--- src/rtl/mac_hilo.sv ---
module mac_hilo #(
  parameter int HALF = 32,
  parameter int OPW  = 64
) (
  input  logic            clk,
  input  logic            rst_n,
  input  logic            op_valid,
  input  logic [5:0]      op_func,
  input  logic [4:0]      op_sub,
  input  logic [OPW-1:0]  src_a,
  input  logic [OPW-1:0]  src_b,
  output logic            done,
  output logic            illegal,
  output logic [OPW-1:0]  dest,
  output logic [HALF-1:0] acc_hi,
  output logic [HALF-1:0] acc_lo
);
  localparam int ACCW = 2 * HALF;
  localparam logic [5:0] F_MAIN = 6'b101000;
  localparam logic [5:0] F_NEGS = 6'b011000;
  localparam logic [5:0] F_NEGU = 6'b011001;
  localparam logic [ACCW:0] POS_LIM = {{(ACCW-HALF+2){1'b0}}, {(HALF-1){1'b1}}};
  localparam logic [ACCW:0] NEG_LIM = {{(ACCW-HALF+2){1'b1}}, {(HALF-1){1'b0}}};

  typedef enum logic [2:0] {K_LOAD, K_NEG, K_ADD, K_SUB, K_SAT} kind_e;

  kind_e kind;
  logic  legal, sgn;

  always_comb begin
    legal = 1'b1;
    sgn   = 1'b1;
    kind  = K_LOAD;
    unique case (op_func)
      F_MAIN: begin
        unique case ({op_sub[4], op_sub[2:0]})
          4'b0100: begin kind = K_LOAD; sgn = 1'b1; end
          4'b0101: begin kind = K_LOAD; sgn = 1'b0; end
          4'b0010: begin kind = K_ADD;  sgn = 1'b1; end
          4'b0011: begin kind = K_ADD;  sgn = 1'b0; end
          4'b1000: begin kind = K_SAT;  sgn = 1'b1; end
          4'b1001: begin kind = K_SAT;  sgn = 1'b0; end
          default: legal = 1'b0;
        endcase
      end
      F_NEGS, F_NEGU: begin
        sgn = ~op_func[0];
        if (op_sub[4] || !op_sub[1] || !op_sub[0])
          legal = 1'b0;
        else if (!op_sub[2])
          kind = K_NEG;
        else if (op_sub[3] || !sgn)
          kind = K_SUB;
        else
          legal = 1'b0;
      end
      default: legal = 1'b0;
    endcase
  end

  logic [ACCW-1:0] a_ext, b_ext, prod, acc, nxt;
  logic [ACCW:0]   sum_w;
  logic [HALF-1:0] half_v;

  assign a_ext = {{(ACCW-HALF){sgn & src_a[HALF-1]}}, src_a[HALF-1:0]};
  assign b_ext = {{(ACCW-HALF){sgn & src_b[HALF-1]}}, src_b[HALF-1:0]};
  assign prod  = a_ext * b_ext;
  assign acc   = {acc_hi, acc_lo};
  assign sum_w = sgn ? {acc[ACCW-1], acc} + {prod[ACCW-1], prod}
                     : {1'b0, acc} + {1'b0, prod};

  always_comb begin
    unique case (kind)
      K_LOAD: nxt = prod;
      K_NEG:  nxt = -prod;
      K_ADD:  nxt = acc + prod;
      K_SUB:  nxt = acc - prod;
      default: begin
        if (sgn) begin
          if ($signed(sum_w) > $signed(POS_LIM))      nxt = POS_LIM[ACCW-1:0];
          else if ($signed(sum_w) < $signed(NEG_LIM)) nxt = NEG_LIM[ACCW-1:0];
          else                                        nxt = sum_w[ACCW-1:0];
        end else begin
          nxt = (sum_w > POS_LIM) ? {ACCW{1'b1}} : sum_w[ACCW-1:0];
        end
      end
    endcase
  end

  assign half_v = op_sub[3] ? nxt[ACCW-1:HALF] : nxt[HALF-1:0];

  always_ff @(posedge clk) begin
    if (!rst_n) begin
      done    <= 1'b0;
      illegal <= 1'b0;
      dest    <= '0;
      acc_hi  <= '0;
      acc_lo  <= '0;
    end else begin
      done    <= op_valid;
      illegal <= op_valid & ~legal;
      if (op_valid) begin
        dest <= legal ? {{(OPW-HALF){half_v[HALF-1]}}, half_v} : '0;
        if (legal) begin
          acc_hi <= nxt[ACCW-1:HALF];
          acc_lo <= nxt[HALF-1:0];
        end
      end
    end
  end

  assert_done_follows_valid_R2: assert property (@(posedge clk) disable iff (!rst_n)
    op_valid |=> done);
  assert_no_spurious_done_R2: assert property (@(posedge clk) disable iff (!rst_n)
    !op_valid |=> !done);
  assert_illegal_keeps_acc_R10: assert property (@(posedge clk) disable iff (!rst_n)
    (op_valid && !legal) |=> (illegal && $stable(acc_hi) && $stable(acc_lo)));
  assert_idle_keeps_acc_R11: assert property (@(posedge clk) disable iff (!rst_n)
    !op_valid |=> ($stable(acc_hi) && $stable(acc_lo)));
  assert_signed_sat_range_R7: assert property (@(posedge clk) disable iff (!rst_n)
    (op_valid && legal && kind == K_SAT && sgn) |=> (acc_hi == {HALF{acc_lo[HALF-1]}}));
  assert_unsigned_sat_range_R8: assert property (@(posedge clk) disable iff (!rst_n)
    (op_valid && legal && kind == K_SAT && !sgn) |=>
      (acc_hi == '0 || (acc_hi == {HALF{1'b1}} && acc_lo == {HALF{1'b1}})));
endmodule

--- config.mk ---
export PLATFORM = sky130hd
export DESIGN_NAME = mac_hilo
export DESIGN_NICKNAME = d
export VERILOG_FILES = /design/src/rtl/mac_hilo.sv
export SDC_FILE = /design/constraint.sdc
export NUM_CORES = 2
export LEC_CHECK = 0
export CORE_MARGIN = 2
export CORE_UTILIZATION = 40
export CTS_CLUSTER_DIAMETER = 120
export CTS_CLUSTER_SIZE = 40
export DETAILED_ROUTE_END_ITERATION = 8
export GPL_TIMING_DRIVEN = 0
export MAX_ROUTING_LAYER = met4
export PLACE_DENSITY = 0.69
export SLEW_MARGIN = 40
export SYNTH_ARGS = -nofsm -noshare
export SYNTH_HDL_FRONTEND = slang
export SYNTH_SLANG_ARGS = --single-unit
--- constraint.sdc ---
create_clock -name clk -period 14.2 [get_ports clk]
set_input_delay 2.84 -clock clk [delete_from_list [all_inputs] [get_ports clk]]
set_output_delay 2.84 -clock clk [all_outputs]
set_load 0.01 [all_outputs]
==> flow_summary.ini <==
[synthesis]
synth_area_um2 = 54320
async_flop_share_pct = 0
synth_top_area_share_pct = 41.53
synthCells = 6576
yosys-top-cells-area = fa_1 (42%), inv_1 (8.1%), ha_1 (8.0%), nand2_1 (7.1%), dfxtp_1 (3.6%)
synth_cell_types = 97
synth_edf_count = 0
ys_ff_latch = 98
yosys.area.top_type = fa_1
yosysSeqAreaShare_pct = 3.611
synth_nets = 8192
synth_warnings = 0
yosys-top-cells-count = inv_1 (1172), fa_1 (1127), nand2_1 (1021)
synth_most_common_cell = inv_1
synth-main-ff-cell = dfxtp_1
avgSynthCellArea_um2 = 8.261

[critical_path]
path_max_fanout = 6
criticalPathCategory = primary input to flop
critPathRequiredTime_ns = 14.47
rr_startpoint = acc_lo[1]
crit_top_cell = fa_1
r2r_end = dest[6]
reg2regPathDepth = 18
cp-end-kind = flop
crit_path_max_incr_delay_ns = 0.61
crit_end = dest[6]
worstPathArrival_ns = 14.61
cp-startpoint = op_func[0]
reg2reg_slack_ns = 7.77
critPathSlowestCell = fa_1
start_kind = primary input

[placement]
dp_hpwl_um = 184300
dp_cells = 8573
port_buffers = 203
place_ws_ns = -3.797
gp_congestion = 1.107

[final_layout]
final_util_pct = 47.94
drive_gt1_share_pct = 14.82
syn2layout_area_growth_pct = 19.25
final_cell_count_no_fill = 8751
fillers = 12790
finalNetCount = 8553

[timing]
finalMaxSlewViolations = 0
rsz0062_at_grt = yes
setup_viol = 34
skew_ns = 0.01914
fin_ws_ns = -0.1423
max_freq_mhz = 69.72
relSlewSlack_pct = 12.57
period_needed_ns = 14.34
worst_pin_slew_ns = 1.311
hold_viol = 0
fin_crit_sh_pct = 101.0
fin_setup_tns_ns = -2.017

[die]
die_y_um = 372.5
core_um2 = 135100
fp.dieW_um = 372.5
io_pins = 272
dieArea_um2 = 138800
rows = 135
start_util_pct = 40.20

[outcome]
violations = negative setup slack
status = complete, but fails checks

[clock_tree]
cts_root_buffer = clkbuf_16
numCtsBuffers = 9
cts_tree = built
clk_pin_slew_worst_paths_ns = 0.08
htreeDepth = 3
cts_hold_buffers = 0
clk_path_buf_depth = 2
cts_num_sinks = 98
clk_latency_ns = 0.38

[grt]
grt_max_degree = 35
grt_overflow_total = 0
grt_pass1_wl_um = 321400
grt_pass1_vias = 50657
track_usage_pct = 32.25
antenna_found_initial = 27

[job]
max_cap_violations = 0

[detailed_routing]
wl_per_cell_um = 25.20
viasPerCell = 5.876
num_vias = 51423
first_iter_violations = 5873
drt-total-wl_um = 220500
first_pass_iters = 8
postRouteAntennaNets = 0
remaining_drc_errors = 0

[min_path]
worst_hold_path_type = flop to flop
-- critical path, delay by kind of cell --
kind / cells / cell delay [ns]
buffers and inverters: 10 / 1.11
adders and majority gates: 10 / 4.68
AOI/OAI and AO/OA: 13 / 3.40
and+or+nand+nor: 10 / 2.20
xor gates and xnor gates: 2 / 0.31
-- final cells by class --
| type | count | area (um2) | share of cell area [%] |
|---|---|---|---|
| tap | 1781 | 2228 | 3.440 |
| clock buffer | 9 | 225.2 | 0.3477 |
| clock inverter | 7 | 68.82 | 0.1062 |
| inverter | 1173 | 4432 | 6.841 |
| antenna | 28 | 70.07 | 0.1082 |
| multi-input combinational | 4898 | 49600 | 76.56 |
| sequential | 98 | 1963 | 3.030 |
| buffer | 355 | 2575 | 3.975 |
| timing repair buffer | 402 | 3622 | 5.592 |
-- state kept, by name, summed over array words and instances (netlist names) --
register / flops
acc_lo: 32
done: 1
illegal: 1
dest: 32
acc_hi: 32
-- cell families (layout without fill, tap and decap cells) --
group / Yosys count / after routing / share of synthesized area, %
simple gates: 2053 / 2053 / 17.66
buf+inv: 1580 / 1946 / 11.21
fa+ha+maj: 1474 / 1474 / 49.52
compound gates: 1072 / 1072 / 13.11
xor+xnor: 287 / 287 / 4.653
flops: 98 / 98 / 3.611
mux: 12 / 12 / 0.2303
other cells: 0 / 28 / 0
-- per-layer routing --
layer / global-route usage (%) / vias to the layer above / routed length (um)
li1: - / 21529 / -
met1: 40.37 / 25780 / 80880
met2: 47.12 / 3306 / 96120
met3: 8.946 / 808 / 27500
met4: 17.60 / 0 / 16000
met5: - / - / 0
-- placed cells by master (no fill, tap or decap), types with 49 or more instances in the layout --
cell	n
buf_4	209
clkbuf_1	113
and2_1	301
o21ai_0	147
nor3_1	50
ha_1	286
clkbuf_4	49
nand4_1	64
clkdlybuf4s50_1	139
dfxtp_1	97
a21o_1	109
a21oi_1	229
nor2_1	264
buf_6	51
fa_1	1110
nand2_1	1004
xnor2_1	178
xor2_1	86
clkbuf_2	62
inv_1	1148
-- worst min-delay path by stage --
stage                     startpoint        to  slack (ns)  cells after the start
final                       dest[27]  dest[27]        0.47                      2
after global routing         dest[6]   dest[6]        0.50                      1
after CTS                   dest[27]  dest[27]        0.47                      2
after detailed placement    dest[27]  dest[27]        0.45                      2
after global placement      dest[13]  dest[13]        0.45                      1
after floorplan             dest[25]  dest[25]        0.48                      2
-- what timing repair did --
action	in CTS	in global routing
buffers inserted	123	61
cloned	2	1
setup endpoints to repair	96	96
resized for setup	944	481
pin swaps	183	183
-- stage by stage --
stage,instance area [um2],hold WS [ns]
floorplan,54350,0.4776
global placement,58610,0.4511
detailed placement,58850,0.4495
CTS,62800,0.4655
global route,64750,0.4953
finish,64780,0.4684
Power is not shown: default switching activity piles up to over one toggle a cycle in this logic, so the estimate is an artifact.
